$ cat config.mk
export PLATFORM = sky130hd
export DESIGN_NAME = mc16_core
export DESIGN_NICKNAME = d
export VERILOG_FILES = /design/src/rtl/mc16_pkg.sv /design/src/rtl/mc16_regfile.sv /design/src/rtl/mc16_alu.sv /design/src/rtl/mc16_ccr.sv /design/src/rtl/mc16_core.sv
export SDC_FILE = /design/constraint.sdc
export NUM_CORES = 1
export LEC_CHECK = 0
export BUFFER_PORTS_ARGS = -buffer_cell sky130_fd_sc_hd__buf_2
export CAP_MARGIN = 20
export CELL_PAD_IN_SITES_DETAIL_PLACEMENT = 0
export CELL_PAD_IN_SITES_GLOBAL_PLACEMENT = 1
export CORE_MARGIN = 2
export CORE_UTILIZATION = 30
export DETAILED_ROUTE_END_ITERATION = 10
export PLACE_DENSITY_LB_ADDON = 0.3
export SYNTH_ARGS = -nofsm -noshare
export SYNTH_HDL_FRONTEND = slang
export SYNTH_SLANG_ARGS = --single-unit
$ cat constraint.sdc
create_clock -name clk -period 7 [get_ports clk]
set_clock_uncertainty 0.1 [all_clocks]
set_input_delay 1.05 -clock clk [delete_from_list [all_inputs] [get_ports clk]]
set_output_delay 1.05 -clock clk [all_outputs]
set_load 0.005 [all_outputs]
$ cat src/rtl/mc16_pkg.sv
`timescale 1ns/1ps
// mc16_pkg: shared constants, opcode values, phase and ALU-operation types,
// and sign-extension helpers for the multi-cycle core.
// Assumes a 16-bit word and eight registers (a power of two).
package mc16_pkg;

    localparam int unsigned WORD_W = 16;
    localparam int unsigned NREG   = 8;
    localparam int unsigned RIDX_W = $clog2(NREG);
    localparam int unsigned OPC_W  = 4;

    localparam logic [OPC_W-1:0] OPC_BR   = 4'h0;
    localparam logic [OPC_W-1:0] OPC_ADD  = 4'h1;
    localparam logic [OPC_W-1:0] OPC_LD   = 4'h2;
    localparam logic [OPC_W-1:0] OPC_ST   = 4'h3;
    localparam logic [OPC_W-1:0] OPC_AND  = 4'h5;
    localparam logic [OPC_W-1:0] OPC_LDR  = 4'h6;
    localparam logic [OPC_W-1:0] OPC_NOT  = 4'h9;
    localparam logic [OPC_W-1:0] OPC_LDI  = 4'hA;
    localparam logic [OPC_W-1:0] OPC_LEA  = 4'hE;
    localparam logic [OPC_W-1:0] OPC_TRAP = 4'hF;

    typedef enum logic [2:0] {
        PH_FETCH,
        PH_DECODE,
        PH_EXEC,
        PH_MEM,
        PH_IADR,
        PH_MEM2,
        PH_WB,
        PH_HALT
    } phase_e;

    typedef enum logic [1:0] {
        ALU_ADD,
        ALU_AND,
        ALU_NOT,
        ALU_PASSB
    } alu_op_e;

    // Widen a 9-bit signed field to a word.
    function automatic logic [WORD_W-1:0] sext9(input logic [8:0] f);
        return {{(WORD_W-9){f[8]}}, f};
    endfunction

    // Widen a 6-bit signed field to a word.
    function automatic logic [WORD_W-1:0] sext6(input logic [5:0] f);
        return {{(WORD_W-6){f[5]}}, f};
    endfunction

    // Widen a 5-bit signed field to a word.
    function automatic logic [WORD_W-1:0] sext5(input logic [4:0] f);
        return {{(WORD_W-5){f[4]}}, f};
    endfunction

endpackage

$ cat src/rtl/mc16_regfile.sv
`timescale 1ns/1ps
// mc16_regfile: general register array with two combinational read ports
// and one synchronous write port. Assumes N is a power of two.
module mc16_regfile #(
    parameter  int unsigned W  = 16,
    parameter  int unsigned N  = 8,
    localparam int unsigned AW = $clog2(N)
) (
    input  logic          clk,
    input  logic          rst_n,
    input  logic          we,
    input  logic [AW-1:0] wa,
    input  logic [W-1:0]  wd,
    input  logic [AW-1:0] ra1,
    output logic [W-1:0]  rd1,
    input  logic [AW-1:0] ra2,
    output logic [W-1:0]  rd2
);

    logic [N-1:0][W-1:0] regs;

    // Clear all registers on reset, otherwise apply the single write.
    always_ff @(posedge clk) begin
        if (!rst_n) begin
            regs <= '0;
        end else if (we) begin
            regs[wa] <= wd;
        end
    end

    assign rd1 = regs[ra1];
    assign rd2 = regs[ra2];

endmodule

$ cat src/rtl/mc16_alu.sv
`timescale 1ns/1ps
// mc16_alu: combinational result unit for add, and, complement and a
// pass-through of operand B (used for address generation).
module mc16_alu
    import mc16_pkg::*;
#(
    parameter int unsigned W = 16
) (
    input  alu_op_e       op,
    input  logic [W-1:0]  a,
    input  logic [W-1:0]  b,
    output logic [W-1:0]  y
);

    // Select the result for the requested operation.
    always_comb begin
        unique case (op)
            ALU_ADD:   y = a + b;
            ALU_AND:   y = a & b;
            ALU_NOT:   y = ~a;
            ALU_PASSB: y = b;
        endcase
    end

endmodule

$ cat src/rtl/mc16_ccr.sv
`timescale 1ns/1ps
// mc16_ccr: condition register {N,Z,P} and branch-condition test.
// Assumes upd is asserted only in cycles that write a register.
module mc16_ccr #(
    parameter int unsigned W = 16
) (
    input  logic         clk,
    input  logic         rst_n,
    input  logic         upd,
    input  logic [W-1:0] val,
    input  logic [2:0]   mask,
    output logic [2:0]   flags,
    output logic         take
);

    logic is_zero;
    assign is_zero = (val == '0);

    // Reset to zero-only, then classify every written value.
    always_ff @(posedge clk) begin
        if (!rst_n) begin
            flags <= 3'b010;
        end else if (upd) begin
            flags <= {val[W-1], is_zero, ~val[W-1] & ~is_zero};
        end
    end

    assign take = |(mask & flags);

    // exactly one flag is set at all times after reset.
    a_r4_one_flag: assert property (@(posedge clk) disable iff (!rst_n)
        $countones(flags) == 1);

    // without an update the flags hold.
    a_r4_hold_without_update: assert property (@(posedge clk) disable iff (!rst_n)
        !upd |=> $stable(flags));

endmodule

$ cat src/rtl/mc16_core.sv
`timescale 1ns/1ps
// mc16_core: multi-cycle core. Sequences fetch, decode, execute, memory
// access (two accesses for the indirect load) and writeback.
// Assumes a memory that returns read data one cycle after the address and
// writes on the rising edge where mem_we is high.
module mc16_core
    import mc16_pkg::*;
#(
    parameter logic [WORD_W-1:0] RESET_VEC = 16'h3000,
    parameter logic [7:0]        HALT_CODE = 8'h25
) (
    input  logic              clk,
    input  logic              rst_n,
    output logic [WORD_W-1:0] mem_addr,
    output logic [WORD_W-1:0] mem_wdata,
    output logic              mem_we,
    input  logic [WORD_W-1:0] mem_rdata,
    output logic              halted,
    output logic [2:0]        flags
);

    phase_e            phase, phase_nx;
    logic [WORD_W-1:0] pc, ir, mar;
    logic [OPC_W-1:0]  opc;

    logic is_add, is_and, is_not, is_ld, is_ldi, is_ldr, is_lea, is_st, is_br;
    logic is_stop;

    logic [RIDX_W-1:0] ra2;
    logic [WORD_W-1:0] rd1, rd2, opnd_b, alu_b, alu_y;
    logic [WORD_W-1:0] pc_rel, base_rel;
    logic              rf_we;
    logic [WORD_W-1:0] rf_wd;
    alu_op_e           alu_op;
    logic              br_take;

    // Opcode decode from the latched instruction word.
    assign opc     = ir[15:12];
    assign is_add  = (opc == OPC_ADD);
    assign is_and  = (opc == OPC_AND);
    assign is_not  = (opc == OPC_NOT);
    assign is_ld   = (opc == OPC_LD);
    assign is_ldi  = (opc == OPC_LDI);
    assign is_ldr  = (opc == OPC_LDR);
    assign is_lea  = (opc == OPC_LEA);
    assign is_st   = (opc == OPC_ST);
    assign is_br   = (opc == OPC_BR);
    assign is_stop = (opc == OPC_TRAP) && (ir[11:8] == 4'h0) && (ir[7:0] == HALT_CODE);

    // Second read port serves the store source or the register operand.
    assign ra2 = is_st ? ir[11:9] : ir[2:0];

    // Address arithmetic: pc already holds the incremented value here.
    assign pc_rel   = pc + sext9(ir[8:0]);
    assign base_rel = rd1 + sext6(ir[5:0]);

    // Operand B: immediate or register, or the computed address for LEA.
    assign opnd_b = ir[5] ? sext5(ir[4:0]) : rd2;
    assign alu_b  = is_lea ? pc_rel : opnd_b;

    // Choose the result operation from the decoded opcode.
    always_comb begin
        if (is_and)      alu_op = ALU_AND;
        else if (is_not) alu_op = ALU_NOT;
        else if (is_lea) alu_op = ALU_PASSB;
        else             alu_op = ALU_ADD;
    end

    // Register write: ALU-type results in execute, loaded data in writeback.
    assign rf_we = ((phase == PH_EXEC) && (is_add || is_and || is_not || is_lea))
                 || (phase == PH_WB);
    assign rf_wd = (phase == PH_WB) ? mem_rdata : alu_y;

    mc16_regfile #(.W(WORD_W), .N(NREG)) u_rf (
        .clk   (clk),
        .rst_n (rst_n),
        .we    (rf_we),
        .wa    (ir[11:9]),
        .wd    (rf_wd),
        .ra1   (ir[8:6]),
        .rd1   (rd1),
        .ra2   (ra2),
        .rd2   (rd2)
    );

    mc16_alu #(.W(WORD_W)) u_alu (
        .op (alu_op),
        .a  (rd1),
        .b  (alu_b),
        .y  (alu_y)
    );

    mc16_ccr #(.W(WORD_W)) u_ccr (
        .clk   (clk),
        .rst_n (rst_n),
        .upd   (rf_we),
        .val   (rf_wd),
        .mask  (ir[11:9]),
        .flags (flags),
        .take  (br_take)
    );

    // Next phase from the current phase and the decoded instruction.
    always_comb begin
        phase_nx = phase;
        unique case (phase)
            PH_FETCH:  phase_nx = PH_DECODE;
            PH_DECODE: phase_nx = PH_EXEC;
            PH_EXEC: begin
                if (is_ld || is_ldi || is_ldr || is_st) phase_nx = PH_MEM;
                else if (is_stop)                      phase_nx = PH_HALT;
                else                                   phase_nx = PH_FETCH;
            end
            PH_MEM: begin
                if (is_st)       phase_nx = PH_FETCH;
                else if (is_ldi) phase_nx = PH_IADR;
                else             phase_nx = PH_WB;
            end
            PH_IADR:   phase_nx = PH_MEM2;
            PH_MEM2:   phase_nx = PH_WB;
            PH_WB:     phase_nx = PH_FETCH;
            PH_HALT:   phase_nx = PH_HALT;
        endcase
    end

    // Phase register.
    always_ff @(posedge clk) begin
        if (!rst_n) phase <= PH_FETCH;
        else        phase <= phase_nx;
    end

    // Program counter: increment on fetch, redirect on a taken branch.
    always_ff @(posedge clk) begin
        if (!rst_n) begin
            pc <= RESET_VEC;
        end else if (phase == PH_FETCH) begin
            pc <= pc + 1'b1;
        end else if ((phase == PH_EXEC) && is_br && br_take) begin
            pc <= pc_rel;
        end
    end

    // Instruction latch on decode.
    always_ff @(posedge clk) begin
        if (!rst_n)                 ir <= '0;
        else if (phase == PH_DECODE) ir <= mem_rdata;
    end

    // Memory address register: effective address, then the pointer for LDI.
    always_ff @(posedge clk) begin
        if (!rst_n) begin
            mar <= '0;
        end else if (phase == PH_EXEC) begin
            if (is_ldr) mar <= base_rel;
            else        mar <= pc_rel;
        end else if (phase == PH_IADR) begin
            mar <= mem_rdata;
        end
    end

    // Memory port and status outputs.
    assign mem_addr  = ((phase == PH_MEM) || (phase == PH_MEM2)) ? mar : pc;
    assign mem_we    = (phase == PH_MEM) && is_st;
    assign mem_wdata = rd2;
    assign halted    = (phase == PH_HALT);

    // once halted, the core stays halted until reset.
    a_r10_halt_sticky: assert property (@(posedge clk) disable iff (!rst_n)
        halted |=> halted);

    // a halted core never writes memory.
    a_r10_quiet_halt: assert property (@(posedge clk) disable iff (!rst_n)
        halted |-> !mem_we);

    // a store strobe lasts exactly one cycle.
    a_r5_store_one_cycle: assert property (@(posedge clk) disable iff (!rst_n)
        mem_we |=> !mem_we);

    // a store leaves the flags untouched.
    a_r4_store_keeps_flags: assert property (@(posedge clk) disable iff (!rst_n)
        mem_we |=> $stable(flags));

    // a branch with an empty mask does not move the program counter.
    a_r9_empty_mask_falls_through: assert property (@(posedge clk) disable iff (!rst_n)
        (phase == PH_EXEC && is_br && ir[11:9] == 3'b000) |=> (pc == $past(pc)));

    // every fetch advances the program counter by one.
    a_r11_fetch_advances: assert property (@(posedge clk) disable iff (!rst_n)
        (phase == PH_FETCH) |=> (pc == $past(pc) + 16'd1));

endmodule

==> results of run 1 <==
## worst max-delay path by stage
stage / start / end / slack, ns / cells past startpoint
after global placement: ir[15]$_SDFFE_PN0P_ / u_ccr.flags[0]$_SDFFE_PN0P_ / 0.49 / 18
after CTS: ir[13]$_SDFFE_PN0P_ / u_ccr.flags[0]$_SDFFE_PN0P_ / 0.40 / 18
after detailed placement: ir[13]$_SDFFE_PN0P_ / u_ccr.flags[0]$_SDFFE_PN0P_ / 0.42 / 18
final: ir[13]$_SDFFE_PN0P_ / u_ccr.flags[0]$_SDFFE_PN0P_ / 0.40 / 18
after floorplan: ir[13]$_SDFFE_PN0P_ / u_ccr.flags[0]$_SDFFE_PN0P_ / 0.1 / 21
after global routing: ir[13]$_SDFFE_PN0P_ / u_ccr.flags[0]$_SDFFE_PN0P_ / 0.14 / 18
## synthesized netlist by cell type (8+ instances only)
| library cell | count | area (um2) |
|---|---|---|
| nand2_1 | 364 | 1366 |
| a21oi_1 | 217 | 1086 |
| dfxtp_1 | 182 | 3643 |
| clkbuf_1 | 92 | 345.3 |
| nor2_1 | 83 | 311.6 |
| mux4_2 | 64 | 1441 |
| ha_1 | 47 | 588.1 |
| mux2_2 | 47 | 529.3 |
| o21ai_0 | 46 | 230.2 |
| o211ai_1 | 37 | 277.8 |
| nor3_1 | 33 | 165.2 |
| nand3_1 | 26 | 130.1 |
| inv_1 | 22 | 82.58 |
| a21o_1 | 21 | 157.7 |
| xnor2_1 | 20 | 175.2 |
| nand2b_1 | 14 | 87.58 |
| a211oi_1 | 12 | 90.09 |
| and3_1 | 12 | 75.07 |
| o21a_1 | 12 | 90.09 |
| a221oi_1 | 11 | 96.34 |
| a31oi_1 | 11 | 68.82 |
| mux2i_1 | 11 | 110.1 |
| nor2b_1 | 11 | 68.82 |
| or3_1 | 11 | 68.82 |
| and2_1 | 10 | 62.56 |
| nand4_1 | 9 | 56.30 |
| xor2_1 | 8 | 70.07 |
## stage by stage
stage	cell area (um2)	power (mW)	cells
global route	13970	2.571	2108
floorplan	12500	1.357	1554
detailed placement	13390	1.494	2076
CTS	13970	2.501	2108
global placement	13390	1.492	2076
finish	13970	2.485	2108
## state kept, by name, summed over array words and instances (netlist names)
signal and cells:
phase 3, mar 16, pc 16, ir 16, u_rf.regs 128, u_ccr.flags 3
## cells by family after synthesis
family | Yosys count | synth area share (%)
flops | 182 | 29.15
buf+inv | 128 | 4.025
xor+xnor | 28 | 1.962
fa+ha+maj | 50 | 5.186
compound gates | 441 | 21.94
mux | 122 | 16.65
simple gates | 603 | 21.09
## worst max-delay path: cells and delay by family (launching register included)
family / cells / cell delay [ns]
buffers and inverters: 2 / 0.54
AOI/OAI and AO/OA: 6 / 1.88
DFF: 1 / 0.33
adders and majority gates: 1 / 0.43
muxes: 4 / 1.32
and+or+nand+nor: 5 / 1.88
## layout make-up
type	count	area [um2]	share of cell area, %
tap	532	665.6	4.763
multi-input combinational	1244	8406	60.15
timing repair buffer	95	578.1	4.136
inverter	23	88.84	0.6357
clock buffer	18	429.2	3.071
sequential	182	3647	26.10
clock inverter	14	160.2	1.146
## layer usage
metal	global-route usage, %	vias up	part of all wire, %
met5	0	-	0
met4	6.252	0	2.0
met3	2.989	57	5.2
met2	36.33	386	47
met1	29.67	5898	45
li1	-	5689	-
## power breakdown
part / internal, mW / leakage [nW] / switching, mW
logic: 0.138 / 3.47 / 0.249
registers: 1.05 / 1.47 / 0.0342
clock network: 0.507 / 0.283 / 0.504
total: 1.70 / 5.22 / 0.788
==> flow_summary_export.csv, run 1 <==
group,metric,value,unit
outcome,status,"finished, final reports clean",
timing,worst_slack,0.3999,ns
clocking,cts-hold-fix-buffers,0,
worst_setup_path,crit_path_max_fanout,13,
global_route,antenna_found_initial,0,
global_route,grt_pass1_wl,71770,um
logic_synthesis,synth.distinct_cells,74,
floorplan,die-area,43310,um2
detailed_routing,dr.pass1.iters,5,
worst_setup_path,path_class,"flop to flop",
hold_path,hold_path_class,"flop to flop",
placed_design,hpwl,34380,um
worst_setup_path,regToRegEndpoint,"u_ccr.flags[0]$_SDFFE_PN0P_",
clocking,cts_buffers,17,
final_layout,final_common_cell,"nand2_1",
timing,grt_setup_unrepaired,"false",
clocking,numClockSinks,182,
detailed_routing,detail-route-antenna-nets,0,
placed_design,gp_congestion,0.8948,
floorplan,pin_count,55,
placed_design,pre_cts_slack,0.4201,ns
logic_synthesis,async_flop_share,0,%
worst_setup_path,slowest_delay,0.56,ns
worst_setup_path,slowest_stage,"a221oi_1",
final_layout,num-fill-cells,4285,
logic_synthesis,yosys_warnings,0,
clocking,clk_latency,0.47,ns
timing,hold_ws,0.3542,ns
worst_setup_path,required,7.26,ns
final_layout,insertedDiodeCount,0,
pwr,irDropWorstVdd,0.1184,mV
timing,hold_viol,0,
clocking,cts_max_path_buffers,2,
clocking,cts_resized,0,
detailed_routing,wl,47990,um
logic_synthesis,netlist_instances,1554,
hold_path,hold_end,"mar[10]$_SDFFE_PN0P_",
timing,final.setup.tns,0,ns
clocking,cts_tree,"built",
timing,fin_crit_sh,94.29,%
worst_setup_path,worst_path_most_repeated_cell,"buf_4",
pwr,p_leak,5.219,nW
floorplan,num_rows,74,
timing,finalSetupViolations,0,
clocking,cts.clk_slew.worst_paths,0.08,ns
timing,relSlewSlack,26.77,%
logic_synthesis,yosysSeqAreaShare,29.15,%
logic_synthesis,syn_nets,1622,
logic_synthesis,synth_edf_count,0,
final_layout,drive_above_1_share,16.69,%
worst_setup_path,cp-end-kind,"flop",
floorplan,die_h,208.1,um
final_layout,postLayoutCoreUtil,34.07,%
global_route,grt_max_degree,74,
final_layout,nets,1631,
clocking,htreeDepth,4,
global_route,grt_usage,21.88,%
final_layout,syn2layout_area_growth,11.82,%
worst_setup_path,crit_path_cell_trace,"nor4bb_2 -> buf_4 -> mux2i_4 -> buf_4 -> mux4_2 -> mux2_2 -> o211ai_1 -> nand2_1 -> fa_1 -> a21o_1 -> a221oi_1 -> a211oi_1 -> mux2i_1 -> o32a_1 -> or4b_1 -> or4_1 -> or4b_4 -> a41o_1",
worst_setup_path,reg2reg_slack,0.40,ns
hold_path,worstHoldStart,"mar[10]$_SDFFE_PN0P_",
logic_synthesis,synth_area,12500,um2
floorplan,core-area,41020,um2
floorplan,start_util,30.47,%
global_route,globalRoute.totalOverflow,0,
timing,worst_pin_slew,1.095,ns
timing,min_period,6.600,ns
worst_setup_path,arrival,6.86,ns
hold_path,hold_depth,2,
timing,fmax,151.5,MHz
pwr,powerDensity,177.9,nW/um2
logic_synthesis,synthFlopType,"dfxtp_1",
clocking,post_cts_buffers,0,
detailed_routing,drc_errors,0,
worst_setup_path,r2r_start,"ir[13]$_SDFFE_PN0P_",
logic_synthesis,synth_seq_cells,182,
detailed_routing,via_per_inst,5.707,
detailed_routing,drtIter0Drc,1078,
placed_design,port_buffers,54,
flow_run,maxCapViolations,0,
clocking,clockRootBuffer,"clkbuf_16",
detailed_routing,wl_per_cell,22.77,um
final_layout,final_cell_mix,"nand2_1 (364), a21oi_1 (217), dfxtp_1 (179)",
floorplan,die_w,208.1,um
timing,slew_violations,0,
detailed_routing,vias,12030,
worst_setup_path,r2r_cells,18,
global_route,grt_pass1_vias,11280,
logic_synthesis,syn_avg_cell_area,8.042,um2
worst_setup_path,cp-start-kind,"flop",
Note: power is estimated with default switching activity, not from simulation.
==> inputs of run 2 (changes only) <==
--- a/config.mk
+++ b/config.mk
@@ -12,7 +12,7 @@
 export CORE_MARGIN = 2
 export CORE_UTILIZATION = 30
 export DETAILED_ROUTE_END_ITERATION = 10
-export PLACE_DENSITY_LB_ADDON = 0.3
+export PLACE_DENSITY = 0.59
 export SYNTH_ARGS = -nofsm -noshare
 export SYNTH_HDL_FRONTEND = slang
 export SYNTH_SLANG_ARGS = --single-unit
==> constraint.sdc (replaced) <==
create_clock -name clk -period 6.4 [get_ports clk]
set_clock_uncertainty 0.1 [all_clocks]
set_input_delay 0.96 -clock clk [delete_from_list [all_inputs] [get_ports clk]]
set_output_delay 0.96 -clock clk [all_outputs]
set_load 0.005 [all_outputs]
==> run 2 against run 1 <==
Clock power rose by 17%; sequential power increased by 8%; first-iteration DRC count shrank 2.6%; die area unchanged; routed wire length rose by 3.9%; critical endpoint unchanged; non-clock buffer count rose by 13.
==> flow_summary_export.csv, run 2 (synthesized netlist as in run 1, its figures left out) <==
group,metric,value,unit
placed_design,placed_area,13490,um2
final_layout,final_common_cell,"nand2_1",
worst_setup_path,arrival,6.35,ns
timing,grt_setup_unrepaired,"false",
detailed_routing,wl,49870,um
hold_path,hold_end,"mar[9]$_SDFFE_PN0P_",
worst_setup_path,cp-start-kind,"flop",
clocking,clk_latency,0.48,ns
detailed_routing,drtIter0Drc,1050,
global_route,grt_pass1_vias,11530,
worst_setup_path,reg2reg_slack,0.32,ns
timing,slew_violations,0,
pwr,p_leak,5.332,nW
worst_setup_path,path_class,"flop to flop",
floorplan,start_util,30.47,%
clocking,numClockSinks,182,
final_layout,drive_above_1_share,17.43,%
placed_design,hpwl,34460,um
detailed_routing,wl_per_cell,23.51,um
flow_run,maxCapViolations,0,
final_layout,syn2layout_area_growth,13.31,%
worst_setup_path,r2r_cells,18,
final_layout,regMostFlops,"u_rf.regs",
timing,fin_crit_sh,95.04,%
final_layout,final_cell_mix,"nand2_1 (364), a21oi_1 (217), dfxtp_1 (179)",
global_route,grt_usage,22.84,%
worst_setup_path,crit_path_max_fanout,5,
timing,relSlewSlack,23.24,%
final_layout,insertedDiodeCount,0,
pwr,irDropWorstVdd,0.1522,mV
timing,finalSetupViolations,0,
global_route,antenna_found_initial,0,
clocking,cts_tree,"built",
pwr,powerDensity,198.7,nW/um2
timing,hold_ws,0.3543,ns
detailed_routing,dr.pass1.iters,5,
clocking,htreeDepth,4,
final_layout,multi_input_comb_area,8407,um2
clocking,cts.clk_slew.worst_paths,0.08,ns
hold_path,worstHoldStart,"mar[9]$_SDFFE_PN0P_",
worst_setup_path,cp-end-kind,"flop",
detailed_routing,drc_errors,0,
outcome,status,"finished, final reports clean",
global_route,grt_pass1_wl,74330,um
worst_setup_path,regToRegEndpoint,"u_ccr.flags[0]$_SDFFE_PN0P_",
final_layout,fin_area,14160,um2
clocking,cts_buffers,17,
worst_setup_path,r2r_start,"ir[13]$_SDFFE_PN0P_",
clocking,cts_max_path_buffers,2,
detailed_routing,detail-route-antenna-nets,0,
floorplan,pin_count,55,
floorplan,num_rows,74,
final_layout,num-fill-cells,4347,
global_route,grt_max_degree,172,
final_layout,largest_reg_flops,128,
timing,min_period,6.082,ns
final_layout,seq_area,3647,um2
pwr,finalPower,2.813,mW
timing,final.setup.tns,0,ns
floorplan,die_w,208.1,um
worst_setup_path,required,6.67,ns
timing,worst_pin_slew,1.148,ns
placed_design,gp_congestion,0.9074,
timing,fmax,164.4,MHz
detailed_routing,via_per_inst,5.677,
floorplan,core-area,41020,um2
floorplan,die-area,43310,um2
placed_design,port_buffers,54,
detailed_routing,vias,12040,
floorplan,die_h,208.1,um
final_layout,nets,1644,
clocking,clockRootBuffer,"clkbuf_16",
timing,hold_viol,0,
global_route,globalRoute.totalOverflow,0,
hold_path,hold_depth,2,
hold_path,hold_path_class,"flop to flop",
[run 2: report_power, final]
group	switching (mW)	internal [mW]	leakage (nW)
registers	0.0338	1.15	1.47
logic	0.285	0.161	3.56
clock network	0.579	0.603	0.305
total	0.898	1.92	5.33
[run 2: how the worst max path moves through the flow]
| stage | end | slack (ns) | start |
|---|---|---|---|
| 3_5_place_dp | u_ccr.flags[0]$_SDFFE_PN0P_ | 0.22 | ir[15]$_SDFFE_PN0P_ |
| 5_1_grt | u_ccr.flags[1]$_SDFFE_PN1P_ | 0.03 | ir[13]$_SDFFE_PN0P_ |
| 6_report | u_ccr.flags[0]$_SDFFE_PN0P_ | 0.32 | ir[13]$_SDFFE_PN0P_ |
| 2_1_floorplan | u_ccr.flags[0]$_SDFFE_PN0P_ | 0.0007 | ir[13]$_SDFFE_PN0P_ |
| 3_3_place_gp | u_ccr.flags[0]$_SDFFE_PN0P_ | 0.26 | ir[13]$_SDFFE_PN0P_ |
| 4_1_cts | u_ccr.flags[0]$_SDFFE_PN0P_ | 0.20 | ir[15]$_SDFFE_PN0P_ |
[run 2: final cells by class]
cell class / instances / share of cell area (%)
clock buffers: 17 / 3.004
clock inverters: 15 / 1.467
inverters: 23 / 0.6274
multi-input cells: 1244 / 59.37
flip-flops and latches: 182 / 25.76
well taps: 532 / 4.701
repair buffers: 108 / 5.072
[run 2: what timing repair did]
| item | CTS | global route |
|---|---|---|
| endpoints found under the setup margin | 0 | 2 |
| hold buffers | 0 | 0 |
| setup buffers | 0 | 1 |
| gates resized for setup | 0 | 0 |
| endpoints found under the hold margin | 0 | 0 |
[run 2: worst max-delay path, cell delays in order (launching register included)]
cell and delay, ns:
dfxtp_1 0.33, nor4bb_2 0.26, buf_4 0.23, mux2i_4 0.36, mux4_2 0.54, mux2_2 0.29
o211ai_1 0.16, nand2_1 0.08, ha_1 0.26, fa_1 0.47, a21o_1 0.23, a221oi_2 0.32
a211oi_1 0.17, mux2i_1 0.15, o32a_1 0.31, or4b_1 0.47, or4_1 0.47, or4b_4 0.54
a41o_1 0.25
[run 2: per-stage QoR]
stage	utilization (%)	std cells	worst slack, ns
3_5_place_dp	32.90	2087	0.2248
5_1_grt	34.52	2121	0.02939
6_report	34.52	2121	0.3176
3_3_place_gp	32.90	2087	0.2623
2_1_floorplan	-	1554	0.0006875
4_1_cts	34.44	2119	0.2001
[run 2: metal layers]
metal / global-route usage, % / vias to the layer above / part of all wire (%)
met1: 31.03 / 5871 / 46
met5: 0 / - / 0
li1: - / 5715 / -
met4: 7.343 / 0 / 2.6
met2: 36.96 / 393 / 46
met3: 3.804 / 61 / 5.4
==> inputs of run 3 (changes only) <==
--- a/config.mk
+++ b/config.mk
@@ -7,12 +7,10 @@
 export LEC_CHECK = 0
 export BUFFER_PORTS_ARGS = -buffer_cell sky130_fd_sc_hd__buf_2
 export CAP_MARGIN = 20
-export CELL_PAD_IN_SITES_DETAIL_PLACEMENT = 0
-export CELL_PAD_IN_SITES_GLOBAL_PLACEMENT = 1
 export CORE_MARGIN = 2
 export CORE_UTILIZATION = 30
 export DETAILED_ROUTE_END_ITERATION = 10
-export PLACE_DENSITY = 0.59
+export PLACE_DENSITY = 0.49
 export SYNTH_ARGS = -nofsm -noshare
 export SYNTH_HDL_FRONTEND = slang
 export SYNTH_SLANG_ARGS = --single-unit
==> run 3 against run 2 <==
Flip-flop and latch count unchanged; highest routed layer unchanged; utilization up 0.058 points; worst hold slack better by 0.0029 ns; via count up 0.94%; global-route usage down 0.74 points; critical path type unchanged.
==> flow_summary_export.csv, run 3 (synthesized netlist as in run 1, its figures left out) <==
group,metric,value,unit
pwr,irDropWorstVdd,0.1498,mV
clocking,numClockSinks,182,
timing,min_period,6.154,ns
worst_setup_path,r2r_start,"ir[13]$_SDFFE_PN0P_",
worst_setup_path,slowest_delay,0.56,ns
worst_setup_path,required,6.65,ns
detailed_routing,dr.pass1.iters,8,
floorplan,pin_count,55,
floorplan,num_rows,74,
worst_setup_path,setup.worst_path.start,"ir[13]$_SDFFE_PN0P_",
timing,worst_pin_slew,1.136,ns
timing,slew_violations,0,
worst_setup_path,cp-end-kind,"flop",
floorplan,start_util,30.47,%
pwr,p_leak,5.307,nW
final_layout,nets,1641,
clocking,cts.clk_slew.worst_paths,0.08,ns
pwr,clockPowerShare,41.4,%
detailed_routing,wl,48180,um
worst_setup_path,path_class,"flop to flop",
final_layout,final_common_cell,"nand2_1",
final_layout,regMostFlops,"u_rf.regs",
timing,hold_viol,0,
timing,fmax,162.5,MHz
flow_run,maxCapViolations,0,
final_layout,postLayoutCoreUtil,34.58,%
floorplan,core-area,41020,um2
clocking,cts_buffers,17,
timing,final.setup.tns,0,ns
final_layout,final_cell_mix,"nand2_1 (364), a21oi_1 (217), dfxtp_1 (179)",
final_layout,drive_above_1_share,17.40,%
clocking,cts_max_path_buffers,2,
timing,finalSetupViolations,0,
detailed_routing,wl_per_cell,22.75,um
worst_setup_path,regToRegEndpoint,"u_ccr.flags[0]$_SDFFE_PN0P_",
placed_design,hpwl,33690,um
floorplan,die_w,208.1,um
pwr,p_sw_share,32.30,%
placed_design,port_buffers,54,
worst_setup_path,cp-start-kind,"flop",
floorplan,die_h,208.1,um
final_layout,insertedDiodeCount,0,
worst_setup_path,crit_path_max_fanout,4,
floorplan,die-area,43310,um2
pwr,pwr-share-comb,16.1,%
worst_setup_path,worst_path_most_repeated_cell,"buf_4",
clocking,clk_latency,0.46,ns
global_route,grt_usage,22.10,%
detailed_routing,detail-route-antenna-nets,0,
worst_setup_path,reg2reg_slack,0.25,ns
worst_setup_path,slowest_stage,"or4b_4",
timing,relSlewSlack,23.83,%
global_route,grt_max_degree,74,
outcome,status,"finished, final reports clean",
pwr,powerDensity,196.0,nW/um2
global_route,antenna_found_initial,0,
worst_setup_path,crit_path_cell_trace,"nor4bb_2 -> buf_4 -> mux2i_4 -> buf_4 -> mux4_2 -> mux2_2 -> o211ai_1 -> nand2_1 -> ha_1 -> fa_1 -> a21o_1 -> a221oi_4 -> a211oi_1 -> mux2i_1 -> o32a_1 -> or4b_1 -> or4_1 -> or4b_4 -> a41o_1",
detailed_routing,drc_errors,0,
placed_design,gp_congestion,0.9260,
global_route,grt_pass1_wl,73550,um
final_layout,syn2layout_area_growth,13.50,%
worst_setup_path,arrival,6.41,ns
final_layout,num-fill-cells,4334,
worst_setup_path,timing.critical_path.to,"u_ccr.flags[0]$_SDFFE_PN0P_",
pwr,power.internal,1.882,mW
clocking,clockRootBuffer,"clkbuf_16",
worst_setup_path,r2r_cells,19,
detailed_routing,via_per_inst,5.738,
detailed_routing,vias,12150,
global_route,grt_pass1_vias,11770,
clocking,htreeDepth,4,
timing,grt_setup_unrepaired,"false",
timing,fin_crit_sh,96.15,%
hold_path,hold_path_class,"flop to flop",
pwr,switchingPower,0.8982,mW
final_layout,largest_reg_flops,128,
clocking,cts_tree,"built",
detailed_routing,drtIter0Drc,1170,
pwr,p_seq_share,42.5,%
global_route,globalRoute.totalOverflow,0,
[run 3: repair_timing]
action | 4_1_cts | 5_1_grt
setup endpoints to repair | 0 | 2
resized for setup | 0 | 1
buffers inserted | 0 | 5
hold buffers | 0 | 0
hold endpoints to repair | 0 | 0
[run 3: critical path: cells and delay by family (launching register included)]
kind,cells,cell delay [ns]
compound gates,6,1.48
fa+ha+maj,2,0.74
buf+inv,2,0.35
flops,1,0.34
mux,4,1.20
simple gates,5,1.84
[run 3: final cells by class]
cell class / count / area, um2 / area share [%]
multi-input combinational: 1244 / 8441 / 59.51
sequential: 182 / 3647 / 25.71
timing repair buffer: 105 / 715.7 / 5.046
tap: 532 / 665.6 / 4.693
clock buffer: 17 / 425.4 / 2.999
clock inverter: 15 / 200.2 / 1.411
inverter: 23 / 88.84 / 0.6263
[run 3: power groups by stage]
stage                     sequential [mW]  combinational, mW  clock [mW]
after floorplan                      1.19              0.293           0
after global placement               1.21              0.434           0
after detailed placement             1.21              0.436           0
after CTS                            1.18              0.438        1.17
after global routing                 1.19              0.485        1.21
final                                1.18              0.448        1.15
[run 3: through the flow]
stage | setup slack (ns) | hold WS (ns) | instances | power (mW) | instance area [um2]
after global routing | 0.01850 | 0.3761 | 2118 | 2.879 | 14180
after detailed placement | 0.1027 | 0.3473 | 2079 | 1.644 | 13470
after CTS | 0.07718 | 0.3589 | 2111 | 2.785 | 14090
after global placement | 0.1499 | 0.3412 | 2079 | 1.642 | 13470
final | 0.2462 | 0.3572 | 2118 | 2.781 | 14180
after floorplan | 0.0006875 | 0.3338 | 1554 | 1.487 | 12540
[run 3: worst min path at each step]
stage	start	cells past startpoint	end
after global placement	mar[9]$_SDFFE_PN0P_	2	mar[9]$_SDFFE_PN0P_
after floorplan	mar[0]$_SDFFE_PN0P_	2	mar[0]$_SDFFE_PN0P_
after global routing	mar[7]$_SDFFE_PN0P_	2	mar[7]$_SDFFE_PN0P_
after CTS	mar[3]$_SDFFE_PN0P_	2	mar[3]$_SDFFE_PN0P_
final	mar[6]$_SDFFE_PN0P_	2	mar[6]$_SDFFE_PN0P_
after detailed placement	mar[1]$_SDFFE_PN0P_	2	mar[1]$_SDFFE_PN0P_
[run 3: per-layer routing]
| layer | track usage (%) | share of wire, % | up-vias |
|---|---|---|---|
| li1 | - | - | 5700 |
| met1 | 29.94 | 45 | 5957 |
| met2 | 36.13 | 46 | 439 |
| met3 | 3.940 | 6.4 | 57 |
| met4 | 6.128 | 2.4 | 0 |
| met5 | 0 | 0 | - |
